$ cat config.mk
export PLATFORM = sky130hd
export DESIGN_NAME = endian_lane_steer
export DESIGN_NICKNAME = d
export VERILOG_FILES = /design/src/rtl/elp_pkg.sv /design/src/rtl/elp_mode_hold.sv /design/src/rtl/elp_fetch_path.sv /design/src/rtl/elp_data_lane.sv /design/src/rtl/endian_lane_steer.sv
export SDC_FILE = /design/constraint.sdc
export NUM_CORES = 2
export LEC_CHECK = 0
export CAP_MARGIN = 20
export CORE_AREA = 5 5 445 447
export CTS_BUF_LIST = sky130_fd_sc_hd__clkbuf_16
export DETAILED_ROUTE_END_ITERATION = 10
export DIE_AREA = 0 0 450 452
export HOLD_SLACK_MARGIN = 0.02
export PLACE_DENSITY = 0.45
export SYNTH_ARGS = -nofsm -noshare
export SYNTH_HDL_FRONTEND = slang
export SYNTH_SLANG_ARGS = --single-unit
$ cat constraint.sdc
create_clock -name clk -period 5.9 [get_ports clk]
set_input_delay 1.18 -clock clk [delete_from_list [all_inputs] [get_ports clk]]
set_output_delay 1.18 -clock clk [all_outputs]
set_load 0.03 [all_outputs]
$ cat src/rtl/elp_pkg.sv
package elp_pkg;

  typedef enum logic [1:0] {
    SZ_BYTE = 2'd0,
    SZ_WORD = 2'd1,
    SZ_LONG = 2'd2,
    SZ_QUAD = 2'd3
  } size_e;

  // operand length in bytes for a size code
  function automatic int size_bytes(input size_e sz);
    return 1 << int'(sz);
  endfunction

endpackage

$ cat src/rtl/elp_mode_hold.sv
module elp_mode_hold (
  input  logic clk,
  input  logic rst,
  input  logic mode_i,
  input  logic any_req_i,
  input  logic any_pend_i,
  output logic mode_o
);

  // capture only when the block is completely quiet
  always_ff @(posedge clk) begin
    if (rst) begin
      mode_o <= 1'b0;
    end else if (!any_req_i && !any_pend_i) begin
      mode_o <= mode_i;
    end
  end

endmodule

$ cat src/rtl/elp_fetch_path.sv
module elp_fetch_path #(
  parameter int INSN_W = 16,
  parameter int NINSN  = 8,
  localparam int LW    = INSN_W * NINSN
) (
  input  logic          clk,
  input  logic          rst,
  input  logic          big_i,
  input  logic          req_i,
  input  logic [LW-1:0] line_i,
  output logic          valid_o,
  output logic [LW-1:0] insn_o
);

  logic [LW-1:0] slot_rev;

  for (genvar j = 0; j < NINSN; j++) begin : g_slot
    assign slot_rev[j*INSN_W +: INSN_W] = line_i[(NINSN-1-j)*INSN_W +: INSN_W];
  end

  always_ff @(posedge clk) begin
    if (rst) valid_o <= 1'b0;
    else     valid_o <= req_i;
  end

  always_ff @(posedge clk) begin
    if (req_i) insn_o <= big_i ? slot_rev : line_i;
  end

endmodule

$ cat src/rtl/elp_data_lane.sv
module elp_data_lane
  import elp_pkg::*;
#(
  parameter int AW   = 12,
  parameter int DW   = 64,
  parameter int LW   = 128,
  localparam int LB   = LW / 8,
  localparam int OFFW = $clog2(LB),
  localparam int DB   = DW / 8,
  localparam int SHW  = OFFW + 1
) (
  input  logic               clk,
  input  logic               rst,
  input  logic               big_i,
  input  logic               req_i,
  input  logic               we_i,
  input  logic [1:0]         size_i,
  input  logic [AW-1:0]      addr_i,
  input  logic [DW-1:0]      wdata_i,
  input  logic [LW-1:0]      line_i,
  output logic [AW-OFFW-1:0] line_addr_o,
  output logic               mem_we_o,
  output logic [LB-1:0]      mem_be_o,
  output logic [LW-1:0]      mem_wdata_o,
  output logic               valid_o,
  output logic               err_o,
  output logic [DW-1:0]      rdata_o
);

  localparam logic [SHW-1:0] LBV = SHW'(LB);

  logic [OFFW-1:0] off;
  logic [SHW-1:0]  nbytes;
  logic [SHW-1:0]  lo;
  logic            misalign;
  logic [DB-1:0]   bmask;
  logic [DW-1:0]   opmask;
  logic [LW-1:0]   rd_shift;
  logic            unused_hi;

  assign off      = addr_i[OFFW-1:0];
  assign nbytes   = SHW'(size_bytes(size_e'(size_i)));
  assign misalign = |(off & (nbytes[OFFW-1:0] - OFFW'(1)));

  // lowest line lane of the operand: mirrored from the top in big-endian
  assign lo = big_i ? (LBV - {1'b0, off} - nbytes) : {1'b0, off};

  for (genvar b = 0; b < DB; b++) begin : g_byte
    assign bmask[b]            = SHW'(b) < nbytes;
    assign opmask[b*8 +: 8]    = {8{bmask[b]}};
  end

  assign rd_shift    = line_i >> {lo, 3'b000};
  assign unused_hi   = ^rd_shift[LW-1:DW];
  assign line_addr_o = addr_i[AW-1:OFFW];
  assign mem_we_o    = req_i & we_i & ~misalign;
  assign mem_be_o    = {{(LB-DB){1'b0}}, bmask} << lo;
  assign mem_wdata_o = {{(LW-DW){1'b0}}, wdata_i & opmask} << {lo, 3'b000};

  always_ff @(posedge clk) begin
    if (rst) begin
      valid_o <= 1'b0;
      err_o   <= 1'b0;
    end else begin
      valid_o <= req_i & ~we_i & ~misalign;
      err_o   <= req_i & misalign;
    end
  end

  always_ff @(posedge clk) begin
    if (req_i && !we_i) rdata_o <= rd_shift[DW-1:0] & opmask;
  end

endmodule

$ cat src/rtl/endian_lane_steer.sv
module endian_lane_steer #(
  parameter int AW     = 12,
  parameter int INSN_W = 16,
  parameter int NINSN  = 8,
  parameter int DW     = 64,
  parameter int NBUS   = 2,
  localparam int LW    = INSN_W * NINSN,
  localparam int LB    = LW / 8,
  localparam int OFFW  = $clog2(LB),
  localparam int LA    = AW - OFFW
) (
  input  logic               clk,
  input  logic               rst,
  input  logic               big_endian_i,
  input  logic               f_req_i,
  input  logic [AW-1:0]      f_addr_i,
  output logic               f_valid_o,
  output logic [LW-1:0]      f_insn_o,
  input  logic [NBUS-1:0]    d_req_i,
  input  logic [NBUS-1:0]    d_we_i,
  input  logic [2*NBUS-1:0]  d_size_i,
  input  logic [NBUS*AW-1:0] d_addr_i,
  input  logic [NBUS*DW-1:0] d_wdata_i,
  output logic [NBUS-1:0]    d_valid_o,
  output logic [NBUS-1:0]    d_err_o,
  output logic [NBUS*DW-1:0] d_rdata_o,
  output logic [LA-1:0]      m_f_line_o,
  input  logic [LW-1:0]      m_f_rdata_i,
  output logic [NBUS*LA-1:0] m_d_line_o,
  input  logic [NBUS*LW-1:0] m_d_rdata_i,
  output logic [NBUS-1:0]    m_d_we_o,
  output logic [NBUS*LB-1:0] m_d_be_o,
  output logic [NBUS*LW-1:0] m_d_wdata_o
);

  logic mode_q;
  logic any_req;
  logic any_pend;
  logic unused_fofs;

  assign any_req     = f_req_i | (|d_req_i);
  assign any_pend    = f_valid_o | (|d_valid_o) | (|d_err_o);
  assign m_f_line_o  = f_addr_i[AW-1:OFFW];
  assign unused_fofs = ^f_addr_i[OFFW-1:0];

  elp_mode_hold i_mode (
    .clk       (clk),
    .rst       (rst),
    .mode_i    (big_endian_i),
    .any_req_i (any_req),
    .any_pend_i(any_pend),
    .mode_o    (mode_q)
  );

  elp_fetch_path #(.INSN_W(INSN_W), .NINSN(NINSN)) i_fetch (
    .clk    (clk),
    .rst    (rst),
    .big_i  (mode_q),
    .req_i  (f_req_i),
    .line_i (m_f_rdata_i),
    .valid_o(f_valid_o),
    .insn_o (f_insn_o)
  );

  for (genvar g = 0; g < NBUS; g++) begin : g_bus
    elp_data_lane #(.AW(AW), .DW(DW), .LW(LW)) i_lane (
      .clk        (clk),
      .rst        (rst),
      .big_i      (mode_q),
      .req_i      (d_req_i[g]),
      .we_i       (d_we_i[g]),
      .size_i     (d_size_i[2*g +: 2]),
      .addr_i     (d_addr_i[g*AW +: AW]),
      .wdata_i    (d_wdata_i[g*DW +: DW]),
      .line_i     (m_d_rdata_i[g*LW +: LW]),
      .line_addr_o(m_d_line_o[g*LA +: LA]),
      .mem_we_o   (m_d_we_o[g]),
      .mem_be_o   (m_d_be_o[g*LB +: LB]),
      .mem_wdata_o(m_d_wdata_o[g*LW +: LW]),
      .valid_o    (d_valid_o[g]),
      .err_o      (d_err_o[g]),
      .rdata_o    (d_rdata_o[g*DW +: DW])
    );
  end

endmodule

==> impl_metrics.ini <==
[outcome]
status = completed

[yosys]
ys_seq_area_share_pct = 29.4
postSynthCellCount = 2969
ys.flop_type = edfxtp_1
synthesis.area_um2 = 26600
ys_warn_count = 0
synth.distinct_cells = 84
synth_top_area_cell = edfxtp_1
synth_area_leaders = edfxtp_1, mux2i_1, mux2_2
async_reset_ff_share_pct = 0
synth-edff-count = 256
ys_seq_elements = 262
synth.top_cell.area_share_pct = 28.9
synth_area_per_cell_um2 = 8.95
syn_nets = 3547

[worst_setup_path]
r2r-start = i_mode.mode_o
worstPathRequired_ns = 4.72
cp_slowest_cell = a22oi_1
worstSetupPathType = primary input to output port
cp-end-kind = output port
slowest_delay_ns = 0.53
setup.worst_path.start = d_size_i[3]
arrival_ns = 4.67
start_kind = primary input
path_common_cell = buf_12
cp_max_fo = 23
path_cells = clkdlybuf4s50_1 -> buf_6 -> nor2_1 -> inv_1 -> ha_1 -> mux2i_4 -> buf_12 -> buf_4 -> mux2i_1 -> o22ai_1 -> a22oi_1 -> o2bb2ai_1 -> buf_12

[clocking]
htree_levels = 2
cts_sinks = 262
cts_made_buffers = 39
clkLatencyLatePin_ns = 0.59
hold_buffers = 0
clkTransAtPathRegs_ns = 0.05
clockRootBuffer = clkbuf_16
cts.path.max_buffers = 3
cts_tree = built

[power]
p_total_mw = 8.80
powerDensity_nw_per_um2 = 193
p_leak_nw = 17.7
irDropWorstVdd_mv = 0.168

[placed_design]
place_hpwl_mm = 180
dp.cells = 6686
gp_congestion = 0.936
io_buffers = 1082

[floorplan]
num_rows = 162
design.die.area_um2 = 203000
die_w_um = 450
io_pins = 1135
fp.dieH_um = 452
start_util_pct = 13.7
core_area_um2 = 194000

[timing]
tightest_slew_ns = 1.13
timing.fmax_ghz = 0.171
setup_viol = 0
finClkSkew_ns = 0.0185
final.min_clock_period_ns = 5.85
slew_headroom_pct = 24.9
fin_setup_tns_ns = 0
report.final.slew_viol_count = 0
period_share_pct = 99.1
hold_violations = 0

[finish]
nFillCells = 21100
nNetsFinal = 4780
final_cells = 6800
area_delta_synth_final_pct = 72.0
drive_gt1_share_pct = 25.5

[worst_hold_path]
holdCritPathClass = register to register
min_from = g_bus[0].i_lane.valid_o

[global_route]
grt.total_usage_pct = 19.9
gr-total-overflow = 0
grt_pass1_vias = 30700
grt_pass1_wl_mm = 283
grt_max_degree = 97
antenna_found_initial = 70

[detailed_routing]
drt-pass1-iter-count = 6
wl_per_cell_um = 31.8
dr_total_vias = 31300
drt-vias-per-instance = 4.60
drt_iter0_drc = 2583
drc = 0
postRouteAntennaNets = 0
wirelength_mm = 216

[job]
maxCapViolCount = 0
critical path, delay by kind of cell:
family / cells / cell delay [ns]
buffers and inverters: 6 / 1.28
adders and majority gates: 1 / 0.34
AOI/OAI and AO/OA: 3 / 1.04
and+or+nand+nor: 1 / 0.15
muxes: 2 / 0.66
cell usage in the layout, fill, tap and decap left out, types with 98 or more instances in the layout:
cell type	netlist	layout
nand2_1	316	313
buf_4	66	477
o21ai_0	156	148
a21oi_1	185	180
mux2_2	165	161
nor2_1	230	216
o22ai_1	99	98
clkdlybuf4s50_1	0	789
edfxtp_1	256	256
mux2i_1	475	473
buf_12	5	213
Yosys cell counts (66+ instances only):
library cell,count
mux2i_1,475
nand2_1,316
edfxtp_1,256
nor2_1,230
a21oi_1,185
mux2_2,165
o21ai_0,156
buf_2,107
o22ai_1,99
clkbuf_1,95
nand3_1,67
buf_4,66
kinds of logic after synthesis:
logic type	synth area share [%]
AND/OR/NAND/NOR	15.5
adder cells (fa/ha/maj)	0.942
multiplexers	27.6
AO/OA/AOI/OAI	19.6
XOR/XNOR	0.0660
flip-flops	29.4
buffers and inverters	6.99
final timing paths:
path                                                    end  slack [ns]  depth (start not counted)
worst max-delay path                       m_d_wdata_o[245]        0.05                         13
worst min-delay path                          i_mode.mode_o        0.56                          3
worst max register to register  g_bus[0].i_lane.rdata_o[16]        1.71                          7
worst min register to register                i_mode.mode_o        0.56                          3
power breakdown:
group          switching, mW  internal, mW  leakage [nW]  total, mW
Clock                   1.00          1.39         0.640       2.40
Sequential            0.0411          2.18          2.52       2.22
Combinational           2.42          1.76          14.5       4.18
sequential cells by signal, summed over array words and instances, names as in the netlist:
| signal | flops |
|---|---|
| g_bus.i_lane.rdata_o | 128 |
| i_fetch.insn_o | 128 |
| g_bus.i_lane.err_o | 2 |
| g_bus.i_lane.valid_o | 2 |
| i_fetch.valid_o | 1 |
| i_mode.mode_o | 1 |
repair_timing:
item                       in CTS  in global routing
hold endpoints to repair        0                  0
pin swaps                       5                 14
buffers inserted                4                 12
resized for setup              24                 42
gates cloned                    0                  1
setup endpoints to repair      77                 83
per-layer routing:
layer | global-route usage (%) | vias to the layer above | share of wire, %
li1 | - | 13800 | -
met1 | 23.2 | 15700 | 38
met2 | 35.5 | 1463 | 50
met3 | 4.59 | 280 | 7.2
met4 | 7.76 | 14 | 4.4
met5 | 0 | - | 0.043
per-stage QoR:
step	utilization (%)	area (µm²)	setup WS, ns	hold slack, ns
final	23.6	45700	0.0505	0.559
after global placement	22.7	44000	-0.636	0.553
after floorplan	-	26700	-0.118	0.518
after detailed placement	22.7	44000	-0.603	0.550
after global routing	23.6	45700	-0.0306	0.610
after CTS	23.4	45400	-0.0179	0.556
layout make-up:
class / count / area [µm²] / share of cell area [%]
Tap cell: 2542 / 3180 / 6.96
Antenna cell: 26 / 65.1 / 0.142
Inverter: 29 / 109 / 0.238
Sequential cell: 262 / 7810 / 17.1
Clock buffer: 39 / 976 / 2.14
Clock inverter: 32 / 304 / 0.665
Multi-Input combinational cell: 2374 / 17300 / 37.9
Timing Repair Buffer: 1496 / 15900 / 34.8
Note: power is estimated with default switching activity, not from simulation.
